$ cat src/rtl/mesh_pkg.sv
package mesh_pkg;

    typedef enum logic [1:0] {
        OP_NOP    = 2'd0,
        OP_BCAST  = 2'd1,
        OP_SHIFT  = 2'd2,
        OP_REDUCE = 2'd3
    } mesh_op_e;

    typedef enum logic [1:0] {
        ST_IDLE  = 2'd0,
        ST_SHIFT = 2'd1,
        ST_DONE  = 2'd2
    } mesh_state_e;

    localparam int NUM_DIRS = 8;

    // row step of the data movement for each direction code (row 0 on top)
    function automatic int dir_row_step(input int d);
        case (d)
            0, 1, 7: return -1;
            3, 4, 5: return 1;
            default: return 0;
        endcase
    endfunction

    // column step of the data movement for each direction code
    function automatic int dir_col_step(input int d);
        case (d)
            1, 2, 3: return 1;
            5, 6, 7: return -1;
            default: return 0;
        endcase
    endfunction

    // grid index of the element that feeds element (r,c) for direction d
    function automatic int src_index(input int r, input int c, input int d,
                                     input int rows, input int cols);
        int sr;
        int sc;
        sr = (r - dir_row_step(d) + rows) % rows;
        sc = (c - dir_col_step(d) + cols) % cols;
        return sr * cols + sc;
    endfunction

endpackage

$ cat src/rtl/mesh_ctrl.sv
module mesh_ctrl
    import mesh_pkg::*;
#(
    parameter int W    = 8,
    parameter int N    = 16,
    localparam int IDXW = (W > 1) ? $clog2(W) : 1
) (
    input  logic            clk,
    input  logic            rst_n,
    input  logic            cmd_valid,
    input  logic [1:0]      cmd_op,
    input  logic [2:0]      cmd_dir,
    input  logic [N-1:0]    en_mask,
    output logic            busy,
    output logic            done,
    output logic            load_stb,
    output logic            reduce_stb,
    output logic            shift_en,
    output logic [IDXW-1:0] bit_idx,
    output logic [2:0]      dir_q,
    output logic [N-1:0]    en_q
);

    localparam logic [IDXW-1:0] LAST_BIT = IDXW'(W - 1);

    mesh_state_e state, state_nx;
    logic [IDXW-1:0] cnt;
    logic            accept;
    logic            start;

    assign accept = cmd_valid && (state == ST_IDLE);
    assign start  = accept && (mesh_op_e'(cmd_op) == OP_SHIFT);

    // state register
    always_ff @(posedge clk) begin
        if (!rst_n) begin
            state <= ST_IDLE;
        end else begin
            state <= state_nx;
        end
    end

    // transitions
    always_comb begin
        state_nx = state;
        unique case (state)
            ST_IDLE:  if (start) state_nx = ST_SHIFT;
            ST_SHIFT: if (cnt == LAST_BIT) state_nx = ST_DONE;
            ST_DONE:  state_nx = ST_IDLE;
            default:  state_nx = ST_IDLE;
        endcase
    end

    // bit counter and latched shift setup
    always_ff @(posedge clk) begin
        if (!rst_n) begin
            cnt   <= '0;
            dir_q <= '0;
            en_q  <= '0;
        end else if (start) begin
            cnt   <= '0;
            dir_q <= cmd_dir;
            en_q  <= en_mask;
        end else if (state == ST_SHIFT) begin
            cnt <= cnt + 1'b1;
        end
    end

    // outputs
    always_comb begin
        busy       = 1'b0;
        done       = 1'b0;
        shift_en   = 1'b0;
        load_stb   = 1'b0;
        reduce_stb = 1'b0;
        unique case (state)
            ST_IDLE: begin
                load_stb   = accept && (mesh_op_e'(cmd_op) == OP_BCAST);
                reduce_stb = accept && (mesh_op_e'(cmd_op) == OP_REDUCE);
            end
            ST_SHIFT: begin
                busy     = 1'b1;
                shift_en = 1'b1;
            end
            ST_DONE: begin
                busy = 1'b1;
                done = 1'b1;
            end
            default: ;
        endcase
    end

    assign bit_idx = cnt;

endmodule

$ cat src/rtl/mesh_pe.sv
module mesh_pe #(
    parameter int W    = 8,
    localparam int IDXW = (W > 1) ? $clog2(W) : 1
) (
    input  logic            clk,
    input  logic            rst_n,
    input  logic            load_en,
    input  logic [W-1:0]    load_val,
    input  logic            shift_en,
    input  logic            en_bit,
    input  logic [IDXW-1:0] bit_idx,
    input  logic            ser_in,
    output logic            ser_out,
    output logic [W-1:0]    value
);

    logic [W-1:0] data_q;

    always_ff @(posedge clk) begin
        if (!rst_n) begin
            data_q <= '0;
        end else if (load_en) begin
            data_q <= load_val;
        end else if (shift_en && en_bit) begin
            data_q <= {ser_in, data_q[W-1:1]};
        end
    end

    // an enabled element presents its moving LSB; a frozen one indexes its
    // held value so the neighbour still receives the bits in LSB-first order
    assign ser_out = en_bit ? data_q[0] : data_q[bit_idx];
    assign value   = data_q;

endmodule

$ cat src/rtl/mesh_reduce.sv
module mesh_reduce #(
    parameter int W = 8,
    parameter int N = 16
) (
    input  logic           clk,
    input  logic           rst_n,
    input  logic           capture,
    input  logic [N*W-1:0] regs_flat,
    output logic [W-1:0]   result
);

    logic [W-1:0] or_all;

    always_comb begin
        or_all = '0;
        for (int i = 0; i < N; i++) begin
            or_all = or_all | regs_flat[i*W +: W];
        end
    end

    always_ff @(posedge clk) begin
        if (!rst_n) begin
            result <= '0;
        end else if (capture) begin
            result <= or_all;
        end
    end

endmodule

$ cat src/rtl/simd_mesh_top.sv
module simd_mesh_top
    import mesh_pkg::*;
#(
    parameter int ROWS = 4,
    parameter int COLS = 4,
    parameter int W    = 8,
    localparam int N    = ROWS * COLS,
    localparam int IDXW = (W > 1) ? $clog2(W) : 1
) (
    input  logic           clk,
    input  logic           rst_n,
    input  logic           cmd_valid,
    input  logic [1:0]     cmd_op,
    input  logic [2:0]     cmd_dir,
    input  logic [W-1:0]   scalar_in,
    input  logic [N-1:0]   en_mask,
    output logic           busy,
    output logic           done,
    output logic [W-1:0]   scalar_out,
    output logic [N*W-1:0] regs_flat
);

    logic                         load_stb;
    logic                         reduce_stb;
    logic                         shift_en;
    logic [IDXW-1:0]              bit_idx;
    logic [2:0]                   dir_q;
    logic [N-1:0]                 en_q;
    logic [N-1:0]                 ser_out;
    logic [N-1:0]                 ser_in;
    logic [N-1:0][NUM_DIRS-1:0]   cand;

    mesh_ctrl #(.W(W), .N(N)) u_ctrl (
        .clk        (clk),
        .rst_n      (rst_n),
        .cmd_valid  (cmd_valid),
        .cmd_op     (cmd_op),
        .cmd_dir    (cmd_dir),
        .en_mask    (en_mask),
        .busy       (busy),
        .done       (done),
        .load_stb   (load_stb),
        .reduce_stb (reduce_stb),
        .shift_en   (shift_en),
        .bit_idx    (bit_idx),
        .dir_q      (dir_q),
        .en_q       (en_q)
    );

    for (genvar r = 0; r < ROWS; r++) begin : g_row
        for (genvar c = 0; c < COLS; c++) begin : g_col
            localparam int IDX = r * COLS + c;

            // one candidate source per direction, wrapped on the torus
            for (genvar d = 0; d < NUM_DIRS; d++) begin : g_dir
                assign cand[IDX][d] = ser_out[src_index(r, c, d, ROWS, COLS)];
            end
            assign ser_in[IDX] = cand[IDX][dir_q];

            mesh_pe #(.W(W)) u_pe (
                .clk      (clk),
                .rst_n    (rst_n),
                .load_en  (load_stb && en_mask[IDX]),
                .load_val (scalar_in),
                .shift_en (shift_en),
                .en_bit   (en_q[IDX]),
                .bit_idx  (bit_idx),
                .ser_in   (ser_in[IDX]),
                .ser_out  (ser_out[IDX]),
                .value    (regs_flat[IDX*W +: W])
            );
        end
    end

    mesh_reduce #(.W(W), .N(N)) u_reduce (
        .clk       (clk),
        .rst_n     (rst_n),
        .capture   (reduce_stb),
        .regs_flat (regs_flat),
        .result    (scalar_out)
    );

endmodule

$ cat config.mk
export PLATFORM = sky130hd
export DESIGN_NAME = simd_mesh_top
export DESIGN_NICKNAME = d
export VERILOG_FILES = /design/src/rtl/mesh_pkg.sv /design/src/rtl/mesh_ctrl.sv /design/src/rtl/mesh_pe.sv /design/src/rtl/mesh_reduce.sv /design/src/rtl/simd_mesh_top.sv
export SDC_FILE = /design/constraint.sdc
export NUM_CORES = 1
export LEC_CHECK = 0
export BUFFER_PORTS_ARGS = -buffer_cell sky130_fd_sc_hd__buf_2
export CAP_MARGIN = 10
export CORE_UTILIZATION = 55
export CTS_BUF_LIST = sky130_fd_sc_hd__clkbuf_8
export DETAILED_ROUTE_END_ITERATION = 16
export GPL_TIMING_DRIVEN = 1
export PLACE_DENSITY = 0.78
export SETUP_SLACK_MARGIN = 0.5
export SKIP_LAST_GASP = 1
export SYNTH_ARGS = -nofsm -noshare
export SYNTH_HDL_FRONTEND = slang
export SYNTH_SLANG_ARGS = --single-unit
$ cat constraint.sdc
create_clock -name clk -period 4.6 [get_ports clk]
set_input_delay 0.23 -clock clk [delete_from_list [all_inputs] [get_ports clk]]
set_output_delay 0.23 -clock clk [all_outputs]
set_load 0.03 [all_outputs]
==> results of run 1 <==
logic make-up (layout without fill, tap and decap cells):
family                   count (synthesis)  after routing  synth area share, %
other                                    0              2                    0
AND/OR/NAND/NOR                        622            622                29.30
flip-flops                             160            160                32.41
buffers and inverters                  125            229                5.519
adder cells (fa/ha/maj)                  5              5               0.6329
XOR/XNOR                                 1              1              0.08862
AO/OA/AOI/OAI                          277            277                23.38
multiplexers                            66             66                8.671
where the power goes:
group	leakage (nW)	internal (W)	switching (W)
Combinational	3.94	0.000185	0.000400
Clock	0.187	0.000467	0.000593
Sequential	1.30	0.00144	0.000109
Total	5.43	0.00209	0.00110
path summary, 6_finish.rpt:
check	start	end	slack, ns	depth (start not counted)
max	u_ctrl.bit_idx[0]$_SDFFE_PP0P_	g_row[0].g_col[2].u_pe.value[7]$_SDFFE_PN0P_	1.42	7
min	cmd_dir[1]	u_ctrl.dir_q[1]$_SDFFE_PN0P_	0.01	3
max reg2reg	u_ctrl.bit_idx[0]$_SDFFE_PP0P_	g_row[0].g_col[2].u_pe.value[7]$_SDFFE_PN0P_	1.42	7
min reg2reg	u_reduce.result[3]$_SDFFE_PN0P_	u_reduce.result[3]$_SDFFE_PN0P_	0.52	2
stage by stage:
stage / total power (W) / hold slack, ns
5_1_grt: 0.003277 / 0.003438
6_report: 0.003189 / 0.01126
3_3_place_gp: 0.002126 / 0.4872
3_5_place_dp: 0.002130 / 0.4925
2_1_floorplan: 0.001915 / 0.3749
4_1_cts: 0.003159 / 0.00004416
final cells by class:
class,instances,share of cell area (%)
Multi-Input combinational cell,971,55.71
Sequential cell,160,29.03
Timing Repair Buffer,180,8.548
Tap cell,225,2.551
Clock buffer,19,2.369
Clock inverter,13,1.168
Inverter,17,0.5782
Antenna cell,2,0.04535
state kept, by name (all words and copies together), names as in the netlist:
signal	count
u_ctrl.dir_q	3
u_ctrl.state	2
u_ctrl.bit_idx	3
u_reduce.result	8
g_row.g_col.u_pe.value	128
u_ctrl.en_q	16
cells in the final DEF (no fill, tap or decap), drive strengths merged, types with 8 or more instances in the layout:
master,count
nand3,211
a21oi,20
nor4,37
nand2,252
o31ai,8
mux4,14
buf,180
o211ai,8
inv,20
mux2i,51
clkbuf,19
dfxtp,160
a31oi,15
a21boi,21
nor2,42
nor3,11
o21ai,23
nand4,22
a22oi,15
and2,12
o211a,112
nand2b,12
layer usage:
layer | GRT usage, % | up-vias | part of all wire [%]
met4 | 22.72 | 0 | 5.7
met3 | 15.10 | 180 | 15
met5 | 0 | - | 0
li1 | - | 4874 | -
met2 | 60.89 | 930 | 41
met1 | 58.92 | 5319 | 38
tightest hold or removal path: stages:
cell,delay (ns)
buf_2,0.09
nand2_1,0.04
a21boi_0,0.06
==> run metrics, run 1 <==
outcome complete, no violations; Worst-Margin Slew approximately 1.3 ns; post-synth top area share about a third; CTS max path bufs 2; Leakage Power 5.429 nW; IO buf count 169; filler cell count ~1600; DP HPWL 28880 microns; post-placement setup slack 1.521 ns; dominant synthesized flop cell dfxtp_1; WP data required 4.97 ns; Rel. slew slack between 10 and 15%; syn nets approximately 1300; RSZ-0062 raised after global routing no; CP Launch Type flip-flop; Worst setup EP type flip-flop; post-synthesis sequential area ratio between 30 and 40%; CTS tree yes; max-slew violations 0; antenna violation net count after detailed routing 0; slowest stage delay, CP between 0.8 and 0.9 ns; synthesized flop and latch total 160; Post-synth ARST share 0%; total number of vias around 11000; Finished Cell Area 11040 sq um; area of the core 17420 sq um; Total GRT Usage between 40% and 50%; area leader, netlist dfxtp_1; Final setup viols 0; Mapped Area between 9000 and 10000 sq um; Die X-Extent roughly 140 microns; Worst EP arrival ~3.6 ns; worst path buffer plus inverter count 1; setup ws final approximately 1.4 ns; total negative slack 0 ns; drt first pass iters 7; Placed Instances about 1600; vias in the first global route about 9800; area grow syn2layout 11.66%; Avg Vias per Cell between 7 and 8; Post-DP Area between 10000 and 15000 sq um; H-Tree Depth 4; Clock Skew approximately 0.016 ns; peak supply drop 0.0001753 V; Die Height roughly 140 microns; drt drc 0; Root Buffer clkbuf_8; area of the multi-input gates 6148 sq um; Cell variety after synth between 70 and 80; CP Cell Sequence buf_4, and2_1, a22oi_1, a21boi_1, a221oi_1, a211o_1, a31o_1; synth cell count leaders 252 x nand2_1, 211 x nand3_1, 160 x dfxtp_1; Yosys Warn Count 0; peak fanout along the critical path 14; drt wl/cell roughly 26 microns; first-pass GRT wire length 59760 microns; # clock sinks between 150 and 200; final hold viol count 0; initial antenna violation count 1; ranking of synthesized cells by area dfxtp_1 32%, o211a_1 11%, nand3_1 11%, nand2_1 9.6%, mux2i_1 5.1%; count leader, synth nand2_1; gp weighted congestion 1.061; max-cap viol count 0; worst skew pair latency approximately 0.47 ns; clock slew at reported path FFs approximately 0.10 ns; Max Fclk 314.1 MHz; Min-Delay Path Class in -> reg; final wirelength between 40000 and 50000 microns; die area about 19000 sq um; post-layout min period between 3 and 4 ns; Initial Util approximately 57%; grt ovf 0; # rows between 40 and 50; I/O pin count 170; worst setup path class reg -> reg; Core Util, Final 63.37%; Post CTS Setup Buffer Count 0; largest net degree at the start of global routing 96; number of gates resized after cts 0; FF+latch area between 3000 and 4000 sq um; Syn Area/Cell between 7 and 8 sq um; 1st-iter DRT viols 1719; P per Cell Area 288.9 nW/um^2; TritonCTS Buffers 17; Crit-path slowest cell dfxtp_1; CTS Hold Bufs 0; Final #Nets 1384; layout cell share with drive strength beyond 1 17.57%; post-synthesis cell count about 1300; number of synthesized flops with an enable pin 0; CP delay by family, top compound AO/OA/AOI/OAI gates; Finished Layout Cells approximately 1600; Tcrit/Tclk final 69.22%
No activity file was read; power rests on OpenSTA's default activity.
==> run 2, diff against run 1 <==
==> constraint.sdc (replaced) <==
create_clock -name clk -period 2.97 [get_ports clk]
set_input_delay 0.1485 -clock clk [delete_from_list [all_inputs] [get_ports clk]]
set_output_delay 0.1485 -clock clk [all_outputs]
set_load 0.03 [all_outputs]
==> run metrics, run 2 (synthesized netlist as in run 1, its figures left out) <==
outcome complete, no violations; Max Fclk 411.1 MHz (+31%); Root Buffer clkbuf_8; post-layout min period 2.433 ns (-0.7514 ns); # diodes 0 (-2); worst skew pair latency 0.49 ns (+0.02 ns); total negative slack 0 ns (unchanged); final wirelength 43150 microns (+6.6%); Initial Util 56.75% (unchanged); CP delay by family, top multiplexers; CP Cell Sequence buf_12, mux4_2, mux2_2, mux2i_4, nand2_1, a221o_1, a31o_1; vias in the first global route 10290 (+5.0%); first-pass GRT wire length 62740 microns (+5.0%); Die X-Extent 136.1 microns (unchanged); worst setup path class reg -> reg; Finished Cell Area 11700 sq um (+6.0%); initial antenna violation count 0 (-1); Switch Pwr 0.001806 W (+64%); worst path buffer plus inverter count 1 (unchanged); drt first pass iters 8 (+1); grt ovf 0 (unchanged); Tcrit/Tclk final 81.91% (+13 points); DP HPWL 30830 microns (+6.8%); Crit-path slowest cell mux4_2; clock slew at reported path FFs 0.11 ns (about the same); commonest cells after routing, fill and taps aside 252 x nand2_1, 211 x nand3_1, 168 x buf_2; Reg power frac 46.9% (-1.5 points); Total GRT Usage 46.04% (+2.3 points); Leakage Power 5.783 nW (+6.5%); Clock Skew 0.02211 ns (+0.005761 ns); die area 18510 sq um (unchanged); final hold viol count 0 (unchanged); area of the core 17420 sq um (unchanged); Worst EP arrival 2.83 ns (-0.72 ns); Die Height 136.1 microns (unchanged); Largest register FFs 128 (unchanged); drt drc 0 (unchanged); gp weighted congestion 1.084 (+2.1%); # clock sinks 160 (unchanged); Worst-Margin Slew 0.8044 ns (-0.4723 ns); RSZ-0062 raised after global routing yes; I/O pin count 170 (unchanged); layout cell share with drive strength beyond 1 20.96% (+3.4 points); Min-Delay Path Class in -> reg; FF+latch area 3207 sq um (about the same); WP data required 3.37 ns (-1.60 ns); TritonCTS Buffers 17 (unchanged); drt wl/cell 26.06 microns (+2.1%); Core Util, Final 67.16% (+3.8 points); CTS max path bufs 2 (unchanged); Power Total 0.005064 W (+59%); Worst setup EP type flip-flop; CP Launch Type flip-flop; Finished Layout Cells 1656 (+4.3%); max-cap viol count 0 (unchanged); commonest non-fill, non-tap cell in the layout nand2_1; Final setup viols 0 (unchanged); area grow syn2layout 18.33%; Rel. slew slack 45.88% (+31 points); Clk network pwr share 33.1% (about the same); max-slew violations 0 (unchanged); 1st-iter DRT viols 1777 (+3.4%); IO buf count 169 (unchanged); CTS tree yes; Post-DP Area 11050 sq um (+3.8%); Placed Instances 1602 (+3.2%); slowest stage delay, CP 0.54 ns (-0.30 ns); antenna violation net count after detailed routing 0 (unchanged); area of the multi-input gates 6195 sq um (+0.75%); total number of vias 11660 (+3.2%); sw frac 35.66% (+1.1 points); combinational group share of total power 20.0% (+1.7 points); P per Cell Area 433.0 nW/um^2 (+50%); Internal 0.003258 W (+56%); largest net degree at the start of global routing 74 (-23%); filler cell count 1504 (-5.3%); Avg Vias per Cell 7.043 (-1.1%); peak fanout along the critical path 18 (+4); FF-to-FF setup slack 0.54 ns (-0.88 ns); # rows 48 (unchanged); peak supply drop 0.0003476 V (+98%); H-Tree Depth 4 (unchanged); Final #Nets 1455 (+5.1%)
-- run 2: cell count changes in the layout (fill, tap and decap cells not counted), sizes merged --
| cell | previous run | this run |
|---|---|---|
| clkinv | 4 | 5 |
| buf | 180 | 232 |
| inv | 20 | 24 |
| clkinvlp | 5 | 2 |
| dlygate4sd3 | 0 | 19 |
| diode | 2 | 0 |
| clkbuf | 19 | 17 |
-- run 2: worst register-to-register path, cell delays in order (launching register included) --
cell and delay (ns):
dfxtp_2 0.39, buf_12 0.20, mux4_2 0.56, mux2_2 0.33
mux2i_4 0.27, nand2_1 0.11, a221o_1 0.31, a31o_1 0.17
-- run 2: power by group through the flow --
stage	logic, W	clock network (W)	registers (W)
detailed placement	0.000940	0	0.00241
global route	0.00106	0.00175	0.00238
global placement	0.000936	0	0.00241
floorplan	0.000486	0	0.00248
CTS	0.000967	0.00166	0.00236
finish	0.00101	0.00167	0.00238
-- run 2: final timing paths --
check	startpoint	end	depth (start not counted)
min	scalar_in[7]	g_row[1].g_col[3].u_pe.value[7]$_SDFFE_PN0P_	3
max reg2reg	u_ctrl.bit_idx[0]$_SDFFE_PP0P_	g_row[0].g_col[2].u_pe.value[7]$_SDFFE_PN0P_	7
max	u_ctrl.bit_idx[0]$_SDFFE_PP0P_	g_row[0].g_col[2].u_pe.value[7]$_SDFFE_PN0P_	7
min reg2reg	u_reduce.result[7]$_SDFFE_PN0P_	u_reduce.result[7]$_SDFFE_PN0P_	2
-- run 2: per-stage QoR --
stage	setup WS, ns	hold slack [ns]
6_report	0.5372	0.1714
2_1_floorplan	0.7994	0.2934
3_3_place_gp	0.4922	0.4057
3_5_place_dp	0.4337	0.4069
5_1_grt	0.4687	0.1427
4_1_cts	0.5339	0.1217
-- run 2: per-layer routing --
metal	vias up	global-route usage [%]	routed length, microns
met4	0	21.98	2294
met3	174	15.10	6500
li1	4997	-	-
met1	5537	62.38	16500
met5	-	0	0
met2	956	65.20	17860
-- run 2: cell type report --
class | count | share of cell area (%)
inverters | 17 | 0.5456
clock inverters | 15 | 1.284
repair buffers | 251 | 13.38
multi-input cells | 971 | 52.96
well taps | 225 | 2.407
clock buffers | 17 | 2.000
flip-flops and latches | 160 | 27.42
-- run 2: repair_timing --
item,4_1_cts,5_1_grt
hold buffers,19,0
endpoints found under the hold margin,20,0
gates resized for setup,2,9
pin swaps,1,3
endpoints found under the setup margin,4,29
setup buffers,2,1
